`src/rtl/psc_pkg.sv`:
```
package psc_pkg;
  typedef enum logic [2:0] {
    ST_OFF    = 3'd0,
    ST_SEQ    = 3'd1,
    ST_ACTIVE = 3'd2,
    ST_SLEEP  = 3'd3,
    ST_DSLP   = 3'd4,
    ST_THERM  = 3'd5
  } pstate_t;

  typedef enum logic [1:0] {
    SM_REG = 2'd0,
    SM_BTN = 2'd1,
    SM_CYC = 2'd2
  } start_mode_t;
endpackage

```
`src/rtl/psc_entry_req.sv`:
```
module psc_entry_req #(
  parameter bit GPIO_USED = 1'b1
) (
  input  logic reg_bit,
  input  logic gpio,
  input  logic mode_or,
  output logic req
);
  generate
    if (GPIO_USED) begin : g_combined
      always_comb req = mode_or ? (gpio | reg_bit) : (gpio & reg_bit);
    end else begin : g_reg_only
      logic unused_inputs;
      always_comb unused_inputs = gpio ^ mode_or;
      always_comb req = reg_bit;
    end
  endgenerate
endmodule

```
`src/rtl/psc_ms_timer.sv`:
```
module psc_ms_timer #(
  parameter int WAIT_MS = 500
) (
  input  logic clk,
  input  logic rst,
  input  logic run,
  input  logic tick,
  output logic done
);
  localparam int CW = $clog2(WAIT_MS + 1);
  localparam logic [CW-1:0] LIMIT = CW'(WAIT_MS);

  logic [CW-1:0] cnt_q;

  always_ff @(posedge clk) begin
    if (rst || !run)            cnt_q <= '0;
    else if (tick && !done)     cnt_q <= cnt_q + 1'b1;
  end

  always_comb done = (cnt_q == LIMIT);


  no_overshoot_chk: assert property (@(posedge clk) disable iff (rst)
    done |=> (cnt_q <= LIMIT));
endmodule

```
`src/rtl/pwr_seq_ctrl.sv`:
```
module pwr_seq_ctrl
  import psc_pkg::*;
#(
  parameter int            N_RAILS        = 5,
  parameter int            WAIT_MS        = 500,
  parameter bit            SLEEP_GPIO_USE = 1'b1,
  parameter bit            DSLP_GPIO_USE  = 1'b0,
  parameter logic [N_RAILS-1:0] SLEEP_MASK = 5'b00011,
  parameter logic [N_RAILS-1:0] DSLP_MASK  = 5'b00001
) (
  input  logic               clk,
  input  logic               rst,
  input  logic               ms_tick,
  input  logic               btn_long,
  input  logic               btn_held,
  input  logic               btn_off,
  input  logic               pwr_cycle,
  input  logic               reg_power_off,
  input  logic               reg_sleep,
  input  logic               reg_dslp,
  input  logic               sleep_mode_or,
  input  logic               dslp_mode_or,
  input  logic               sleep_gpio,
  input  logic               dslp_gpio,
  input  logic               vin_uv,
  input  logic               over_temp,
  input  logic               thermal_mask,
  input  logic               rails_pgood,
  input  logic               rail_fault,
  output logic [2:0]         state_o,
  output logic [N_RAILS-1:0] rail_en_o,
  output logic               rst_n_o,
  output logic               reg_reset_o,
  output logic               ser_reset_o,
  output logic               clr_sleep_o,
  output logic               irq_o
);
  localparam logic [N_RAILS-1:0] ALL_ON = {N_RAILS{1'b1}};

  pstate_t     state_q, nxt;
  start_mode_t mode_q, nxt_mode;
  logic        pend_q, nxt_pend;
  logic        sleep_req, dslp_req, tmr_done, tmr_run;
  logic        in_low_pwr;

  psc_entry_req #(.GPIO_USED(SLEEP_GPIO_USE)) u_sleep_req (
    .reg_bit(reg_sleep), .gpio(sleep_gpio), .mode_or(sleep_mode_or), .req(sleep_req));

  psc_entry_req #(.GPIO_USED(DSLP_GPIO_USE)) u_dslp_req (
    .reg_bit(reg_dslp), .gpio(dslp_gpio), .mode_or(dslp_mode_or), .req(dslp_req));

  always_comb tmr_run = (state_q == ST_SEQ) && (mode_q == SM_CYC);

  psc_ms_timer #(.WAIT_MS(WAIT_MS)) u_timer (
    .clk(clk), .rst(rst), .run(tmr_run), .tick(ms_tick), .done(tmr_done));

  always_comb in_low_pwr = (state_q == ST_SLEEP) || (state_q == ST_DSLP);

  always_comb begin
    nxt      = state_q;
    nxt_mode = mode_q;
    nxt_pend = pend_q;
    if (vin_uv) begin
      nxt      = ST_OFF;
      nxt_pend = 1'b0;
    end else if (over_temp && state_q != ST_OFF) begin
      nxt = ST_THERM;
    end else begin
      unique case (state_q)
        ST_OFF: begin
          if (pend_q) begin
            nxt = ST_SEQ; nxt_mode = SM_CYC; nxt_pend = 1'b0;
          end else if (btn_long) begin
            nxt = ST_SEQ; nxt_mode = SM_BTN;
          end else if (!reg_power_off) begin
            nxt = ST_SEQ; nxt_mode = SM_REG;
          end
        end
        ST_SEQ: begin
          unique case (mode_q)
            SM_BTN: begin
              if (btn_held && rail_fault) nxt = ST_OFF;
              else if (!btn_held)         nxt = rails_pgood ? ST_ACTIVE : ST_OFF;
            end
            SM_CYC:  if (tmr_done)    nxt = ST_ACTIVE;
            default: if (rails_pgood) nxt = ST_ACTIVE;
          endcase
        end
        ST_ACTIVE, ST_SLEEP, ST_DSLP: begin
          if (btn_off) begin
            nxt = ST_OFF;
          end else if (pwr_cycle) begin
            nxt = ST_OFF; nxt_pend = 1'b1;
          end else if (state_q == ST_ACTIVE) begin
            if (dslp_req)       nxt = ST_DSLP;
            else if (sleep_req) nxt = ST_SLEEP;
          end else if (state_q == ST_SLEEP) begin
            if (btn_long || !sleep_req) nxt = ST_ACTIVE;
          end else begin
            if (btn_long || !dslp_req)  nxt = ST_ACTIVE;
          end
        end
        ST_THERM: if (!over_temp) nxt = ST_ACTIVE;
        default:  nxt = ST_OFF;
      endcase
    end
  end

  always_ff @(posedge clk) begin
    if (rst) begin
      state_q     <= ST_OFF;
      mode_q      <= SM_REG;
      pend_q      <= 1'b0;
      rail_en_o   <= '0;
      rst_n_o     <= 1'b0;
      reg_reset_o <= 1'b0;
      ser_reset_o <= 1'b0;
      clr_sleep_o <= 1'b0;
      irq_o       <= 1'b0;
    end else begin
      state_q     <= nxt;
      mode_q      <= nxt_mode;
      pend_q      <= nxt_pend;
      reg_reset_o <= vin_uv;
      rst_n_o     <= (nxt == ST_ACTIVE) || (nxt == ST_SLEEP) || (nxt == ST_DSLP);
      ser_reset_o <= (nxt != state_q) &&
                     ((nxt == ST_SLEEP) || (nxt == ST_DSLP) || (nxt == ST_THERM));
      clr_sleep_o <= btn_long && in_low_pwr;
      irq_o       <= (nxt == ST_THERM) && !thermal_mask;
      unique case (nxt)
        ST_SEQ, ST_ACTIVE: rail_en_o <= ALL_ON;
        ST_SLEEP:          rail_en_o <= SLEEP_MASK;
        ST_DSLP:           rail_en_o <= DSLP_MASK;
        default:           rail_en_o <= '0;
      endcase
    end
  end

  always_comb state_o = state_q;


  uv_off_chk: assert property (@(posedge clk) disable iff (rst)
    vin_uv |=> (state_q == ST_OFF));


  thermal_entry_chk: assert property (@(posedge clk) disable iff (rst)
    (over_temp && !vin_uv && state_q != ST_OFF) |=> (state_q == ST_THERM));


  thermal_quiet_chk: assert property (@(posedge clk) disable iff (rst)
    (state_q == ST_THERM) |-> (rail_en_o == '0 && !rst_n_o));


  irq_mask_chk: assert property (@(posedge clk) disable iff (rst)
    (state_q == ST_THERM) |-> (irq_o == !$past(thermal_mask)));


  cycle_wait_chk: assert property (@(posedge clk) disable iff (rst)
    (state_q == ST_SEQ && mode_q == SM_CYC && !tmr_done) |=> (state_q != ST_ACTIVE));


  ser_reset_chk: assert property (@(posedge clk) disable iff (rst)
    ((state_q != $past(state_q)) &&
     (state_q == ST_SLEEP || state_q == ST_DSLP || state_q == ST_THERM)) |-> ser_reset_o);
endmodule

```
`config.mk`:
```
export PLATFORM = sky130hd
export DESIGN_NAME = pwr_seq_ctrl
export DESIGN_NICKNAME = d
export VERILOG_FILES = /design/src/rtl/psc_pkg.sv /design/src/rtl/psc_entry_req.sv /design/src/rtl/psc_ms_timer.sv /design/src/rtl/pwr_seq_ctrl.sv
export SDC_FILE = /design/constraint.sdc
export NUM_CORES = 1
export LEC_CHECK = 0
export BUFFER_PORTS_ARGS = -buffer_cell sky130_fd_sc_hd__buf_4
export CAP_MARGIN = 40
export CORE_UTILIZATION = 35
export CTS_CLUSTER_SIZE = 28
export DETAILED_ROUTE_END_ITERATION = 8
export GPL_TIMING_DRIVEN = 0
export SLEW_MARGIN = 20
export SYNTH_ARGS = -nofsm -noshare
export SYNTH_HDL_FRONTEND = slang
export SYNTH_SLANG_ARGS = --single-unit
```
`constraint.sdc`:
```
create_clock -name clk -period 4.7 [get_ports clk]
set_input_delay 0.47 -clock clk [delete_from_list [all_inputs] [get_ports clk]]
set_output_delay 0.47 -clock clk [all_outputs]
set_load 0.03 [all_outputs]
```
Word level (Yosys, flattened, before mapping):

Index checks and enable logic that the tools add are counted.

* eq/ne operators: 17
* bitwise operators: 4
* muxes and demuxes: 29
* reductions and logical operators: 28
* add/sub/neg operators: 1

Operators by type and width (number)
* 3-bit 2-to-1 mux: 18
* 5-bit case mux with 3 select lines: 1
* 3-bit by 2-bit equality test with 1-bit output, second input constant: 4
* 3-bit equality test, second input constant: 4
* 3-bit case mux with 4 select lines: 1
* 9-bit by 1-bit adder with 9-bit output, second input constant: 1
* 9-bit equality test, second input constant: 1
* 1-bit logical OR: 8
* 2-bit 2-to-1 mux: 4
* 4-bit AND reduction: 2
* 1-bit logical AND: 7
* 3-bit by 1-bit equality test with 1-bit output, second input constant: 2
* 3-bit case mux with 2 select lines: 1
* 1-bit logical NOT: 5
* 2-bit != test, second input constant: 2
* 2-bit OR reduction: 2
* 3-bit logical NOT: 1
* 1-bit 2-to-1 mux: 3
* 3-bit by 2-bit != test with 1-bit output, second input constant: 1
* 3-bit != test: 1
* 3-bit nonzero test: 1
* 3-bit OR reduction: 1
* 2-bit by 1-bit equality test with 1-bit output, second input constant: 1
* 2-bit equality test, second input constant: 1
* other kinds (5): 6

* logic and storage cells: 89
* register bits after elaboration: 25
* output and inout port bits: 13
* input port bits: 19

Depth between registers and ports, before layout:

* depth in word-level cells: 16
* depth in mapped cells: 8
* mapped depth without buffers: 8

Hierarchy:

Synthesis repeated with hierarchy kept, for this count alone.

* cell total of the unflattened synthesis: 149
* area, all modules: 1293.7 µm²

Modules (own cells, without submodules)
* pwr_seq_ctrl: area each 818.3 µm², instances 1, sequential area each 280.3 µm², cells an instance 96
* psc_ms_timer: area each 456.7 µm², instances 1, sequential area each 180.2 µm², cells an instance 51
* psc_entry_req at u_sleep_req: area each 11.3 µm², instances 1, sequential area each 0.0 µm², cells an instance 1
* psc_entry_req at u_dslp_req: area each 7.5 µm², instances 1, sequential area each 0.0 µm², cells an instance 1

Worst setup path after synthesis:

OpenSTA, ideal clock, no wires.

* kind: flip-flop to flip-flop
* from: register state_q[2] (netlist: state_o[2])
* to: register rail_en_o[3]
* cell stages (with the launch flop): 7
* path slack: 2749 ps
* data arrival time: 1828 ps
* clock period less this slack: 1951 ps
* path buffers: 1
* required time: 4577 ps
* setup time: 123 ps
* cell sequence: dfxtp_1 > buf_4 > inv_1 > o41ai_1 > o311ai_2 > and2_1 > mux2_1

* longest elaborated chain between the ends: 11
* elaborated cells between the ends (all ways): 35
* classes of those cells: eq/ne (9); mux (21); reduce/logical (5)

Ends and longest elaborated chain
* start: declaration: RTL line pwr_seq_ctrl.sv:40 `pstate_t state_q, nxt;`
* start signal: assignment: RTL line pwr_seq_ctrl.sv:121 `state_q <= nxt;`
* 3-bit by 2-bit equality test with 1-bit output, or another cell as far along: RTL line pwr_seq_ctrl.sv:69, pwr_seq_ctrl.sv:97
* 3-bit 2-to-1 mux, on equally long branches: RTL line pwr_seq_ctrl.sv:97, pwr_seq_ctrl.sv:95
* 3-bit 2-to-1 mux: RTL line pwr_seq_ctrl.sv:94 `end else if (state_q == ST_ACTIVE) begin`
* 3-bit 2-to-1 mux: RTL line pwr_seq_ctrl.sv:92 `end else if (pwr_cycle) begin`
* 3-bit 2-to-1 mux: RTL line pwr_seq_ctrl.sv:90 `if (btn_off) begin`
* 3-bit case mux with 4 select lines: RTL line pwr_seq_ctrl.sv:69 `unique case (state_q)`
* 3-bit 2-to-1 mux *: RTL line pwr_seq_ctrl.sv:66 `end else if (over_temp && state_q != ST_OFF) begin`
* 3-bit 2-to-1 mux *: RTL line pwr_seq_ctrl.sv:63 `if (vin_uv) begin`
* 3-bit by 2-bit equality test with 1-bit output or 3-bit by 1-bit equality test with 1-bit output (tied branches): RTL line pwr_seq_ctrl.sv:130 `unique case (nxt)`
* 2-bit OR reduction: RTL line pwr_seq_ctrl.sv:130
* 5-bit case mux with 3 select lines *: RTL line pwr_seq_ctrl.sv:130
* end signal: assignment: RTL line pwr_seq_ctrl.sv:131 `ST_SEQ, ST_ACTIVE: rail_en_o <= ALL_ON;`
* end signal: assignment: RTL line pwr_seq_ctrl.sv:132 `ST_SLEEP: rail_en_o <= SLEEP_MASK;`
* end signal: assignment: RTL line pwr_seq_ctrl.sv:133 `ST_DSLP: rail_en_o <= DSLP_MASK;`
* end: declaration: RTL line pwr_seq_ctrl.sv:31 `output logic [N_RAILS-1:0] rail_en_o,`

Every way passes the cells marked *; elsewhere a longest branch is shown, timed or not.
A chain may end at the register's enable or synchronous reset.

Worst setup path after layout:

* from: register mode_q[0]
* to: register rail_en_o[3]

* longest elaborated chain between the ends: 8
* elaborated cells between the ends (all ways): 12
* classes of those cells: eq/ne (6); mux (5); reduce/logical (1)

Ends and longest elaborated chain
* start: declaration: RTL line pwr_seq_ctrl.sv:41 `start_mode_t mode_q, nxt_mode;`
* start signal: assignment: RTL line pwr_seq_ctrl.sv:122 `mode_q <= nxt_mode;`
* 2-bit equality test or 2-bit by 1-bit equality test with 1-bit output (tied branches): RTL line pwr_seq_ctrl.sv:80 `unique case (mode_q)`
* 3-bit case mux with 2 select lines *: RTL line pwr_seq_ctrl.sv:80
* 3-bit case mux with 4 select lines *: RTL line pwr_seq_ctrl.sv:69
* 3-bit 2-to-1 mux *: RTL line pwr_seq_ctrl.sv:66
* 3-bit 2-to-1 mux *: RTL line pwr_seq_ctrl.sv:63
* 3-bit by 2-bit equality test with 1-bit output or 3-bit by 1-bit equality test with 1-bit output (tied branches): RTL line pwr_seq_ctrl.sv:130
* 2-bit OR reduction: RTL line pwr_seq_ctrl.sv:130
* 5-bit case mux with 3 select lines *: RTL line pwr_seq_ctrl.sv:130

Marks and branches as above.

==> flow_metrics.tcl <==
set metrics [dict create \
    cts_root_buffer "clkbuf_4" \
    crit_path_start "mode_q[0]" \
    avgSynthCellArea_um2 8.57 \
    diodes 0 \
    synth_seq_cells 23 \
    status "finished clean" \
    dieArea_mm2 0.00390 \
    register_area_um2 460 \
    place.gp.congestion 0.828 \
    yosysTopAreaCellShare 0.360 \
    critical_path_class "flop to flop" \
    synth-main-ff-cell "dfxtp_1" \
    ys_warn_count 0 \
    antenna_left 0 \
    cts.clk_slew.worst_paths_ns 0.14 \
    synth.distinct_cells 45 \
    rsz0062_at_grt "no" \
    multi_input_area_um2 727 \
    ios 32 \
    cts_resized 0 \
    first_global_vias 1083 \
    power_density_mw_per_mm2 237 \
    nets 204 \
    clock_latency_ns 0.31 \
    viasPerCell 5.06 \
    post_cts_buffers 0 \
    drt_iter0_drc 33 \
    reg2reg_to "rail_en_o[3]" \
    relSlewSlack 0.693 \
    post_drt_wl_per_cell_um 12.5 \
    syn_area_mm2 0.00128 \
    dpl.hpwl_mm 2.19 \
    holdWs_ns 0.297 \
    synthArstFlopShare 0 \
    synth_edf_count 0 \
    endpoint "rail_en_o[3]" \
    reg2reg_depth 8 \
    synth_top_cell_by_area "dfxtp_1" \
    start_kind "flop" \
    cts_tree "done" \
    fin_worst_skew_ns 0.0161 \
    synth_cells 149 \
    rrSetupSlack_ns 2.59 \
    finalCritPeriodShare 0.450 \
    hold_buffers 0 \
    routed_wirelength_mm 2.82 \
    dr_total_vias 1143 \
    dr.pass1.iters 4 \
    setup_viol 0 \
    drcViolationCount 0 \
    cts_buffers 3 \
    syn_to_final_growth_pct 22.4 \
    leakagePower_uw 0.000578 \
    min_path_type "primary input to flop" \
    die_h_um 62.4 \
    fin_tns_setup_ns 0 \
    drive_gt1_frac 0.250 \
    fmaxAchievable_mhz 473 \
    worst-endpoint-arrival_ns 2.33 \
    grt_pass1_wl_mm 4.81 \
    cts_htree_levels 1 \
    track_usage 0.152 \
    cp.required_ns 4.92 \
    holdPathStages 2 \
    clock-sinks 23 \
    tightest_slew_ns 0.460 \
    synth.area.top_cells "dfxtp_1 36%, nor2_1 6.8%, ha_1 3.9%, xnor2_1 3.4%, nor3_1 2.7%" \
    finalCriticalPeriod_ns 2.11 \
    core_mm2 0.00342 \
    worstSetupEndpointType "flop" \
    rows 21 \
    fillers 359 \
    clockBufferDepth 2 \
    slew_viol_final 0 \
    start_util 0.374 \
    die_w_um 62.4 \
    yosysSeqAreaShare 0.360 \
    ys_top_cells_by_count "23 x dfxtp_1, 23 x nor2_1, 8 x inv_1, 7 x nor3_1" \
    pre_cts_ws_ns 2.54 \
    overflow 0 \
    port_buffers 27 \
    maxCapViolations 0 \
    hold_viol 0 \
    ir_drop_uv 110 \
    syn_nets 172 \
    grt_antenna_before_repair 0 \
    setup_slack_ns 2.59 \
    reg2reg_from "mode_q[0]" \
    grt_max_degree 13 \
    critPathMaxFanout 7 \
]
-- sequential cells by signal, indices dropped and copies added, names as in the netlist --
name           cells
u_timer.cnt_q      9
rail_en_o          3
state_o            3
mode_q             2
clr_sleep_o        1
irq_o              1
pend_q             1
reg_reset_o        1
rst_n_o            1
ser_reset_o        1
-- worst max-delay path, stage by stage, from the launching register on --
cell and delay (ns):
dfxtp_1 0.38, inv_1 0.05, ha_1 0.33, nor2b_1 0.16, o21ai_0 0.20, o311ai_2 0.16
a31oi_2 0.34, nor2_1 0.08, mux2_1 0.32
-- where the power goes --
| part | switching, uW | total [uW] | internal (uW) |
|---|---|---|---|
| sequential | 2.57 | 203 | 200 |
| combinational | 42.1 | 76.1 | 34.0 |
| clock | 59.1 | 92.1 | 33.0 |
-- cells in the final DEF (no fill, tap or decap), types with 3 or more instances in the layout --
cell	count
a21oi_1	6
buf_4	30
clkbuf_1	5
clkbuf_4	3
dfxtp_1	23
ha_1	4
inv_1	8
nand2_1	6
nand3_1	5
nor2_1	23
nor2b_1	3
nor3_1	7
nor3b_1	4
o21ai_0	5
o22ai_1	3
xnor2_1	5
xor2_1	3
-- cell families after synthesis --
| family | Yosys count | share of synthesized area |
|---|---|---|
| compound gates | 27 | 0.161 |
| xor+xnor | 8 | 0.0549 |
| fa+ha+maj | 4 | 0.0392 |
| buf+inv | 17 | 0.0705 |
| flops | 23 | 0.360 |
| mux | 3 | 0.0245 |
| simple gates | 67 | 0.290 |
-- through the flow --
stage / cells / utilization / area, um2 / total power [uW]
4_1_cts: 226 / 0.458 / 1560 / 375
3_5_place_dp: 222 / 0.450 / 1540 / 283
6_report: 226 / 0.458 / 1560 / 371
2_1_floorplan: 149 / - / 1280 / 255
5_1_grt: 226 / 0.458 / 1560 / 394
3_3_place_gp: 222 / 0.450 / 1540 / 282
-- worst min-delay path by stage --
stage,start,to,slack (ns)
floorplan,u_timer.cnt_q[1],u_timer.cnt_q[1],0.47
global placement,u_timer.cnt_q[1],u_timer.cnt_q[1],0.48
detailed placement,u_timer.cnt_q[1],u_timer.cnt_q[1],0.49
CTS,thermal_mask,irq_o,0.30
global route,thermal_mask,irq_o,0.28
finish,thermal_mask,irq_o,0.30
-- layout make-up --
| class | instances | share of cell area |
|---|---|---|
| buffer | 9 | 0.0384 |
| clock buffer | 4 | 0.0168 |
| inverter | 8 | 0.0192 |
| multi-input combinational | 109 | 0.465 |
| sequential | 23 | 0.294 |
| tap | 46 | 0.0368 |
| timing repair buffer | 27 | 0.130 |
-- metal layers --
metal	wire [um]	share of wire	track usage	vias up
met5	0	0	0	-
met4	38	0.013	0.0523	0
met3	91	0.032	0.0255	4
met2	1330	0.47	0.253	23
met1	1360	0.48	0.197	535
li1	-	-	-	581
Power figures use the tool's default switching activity.
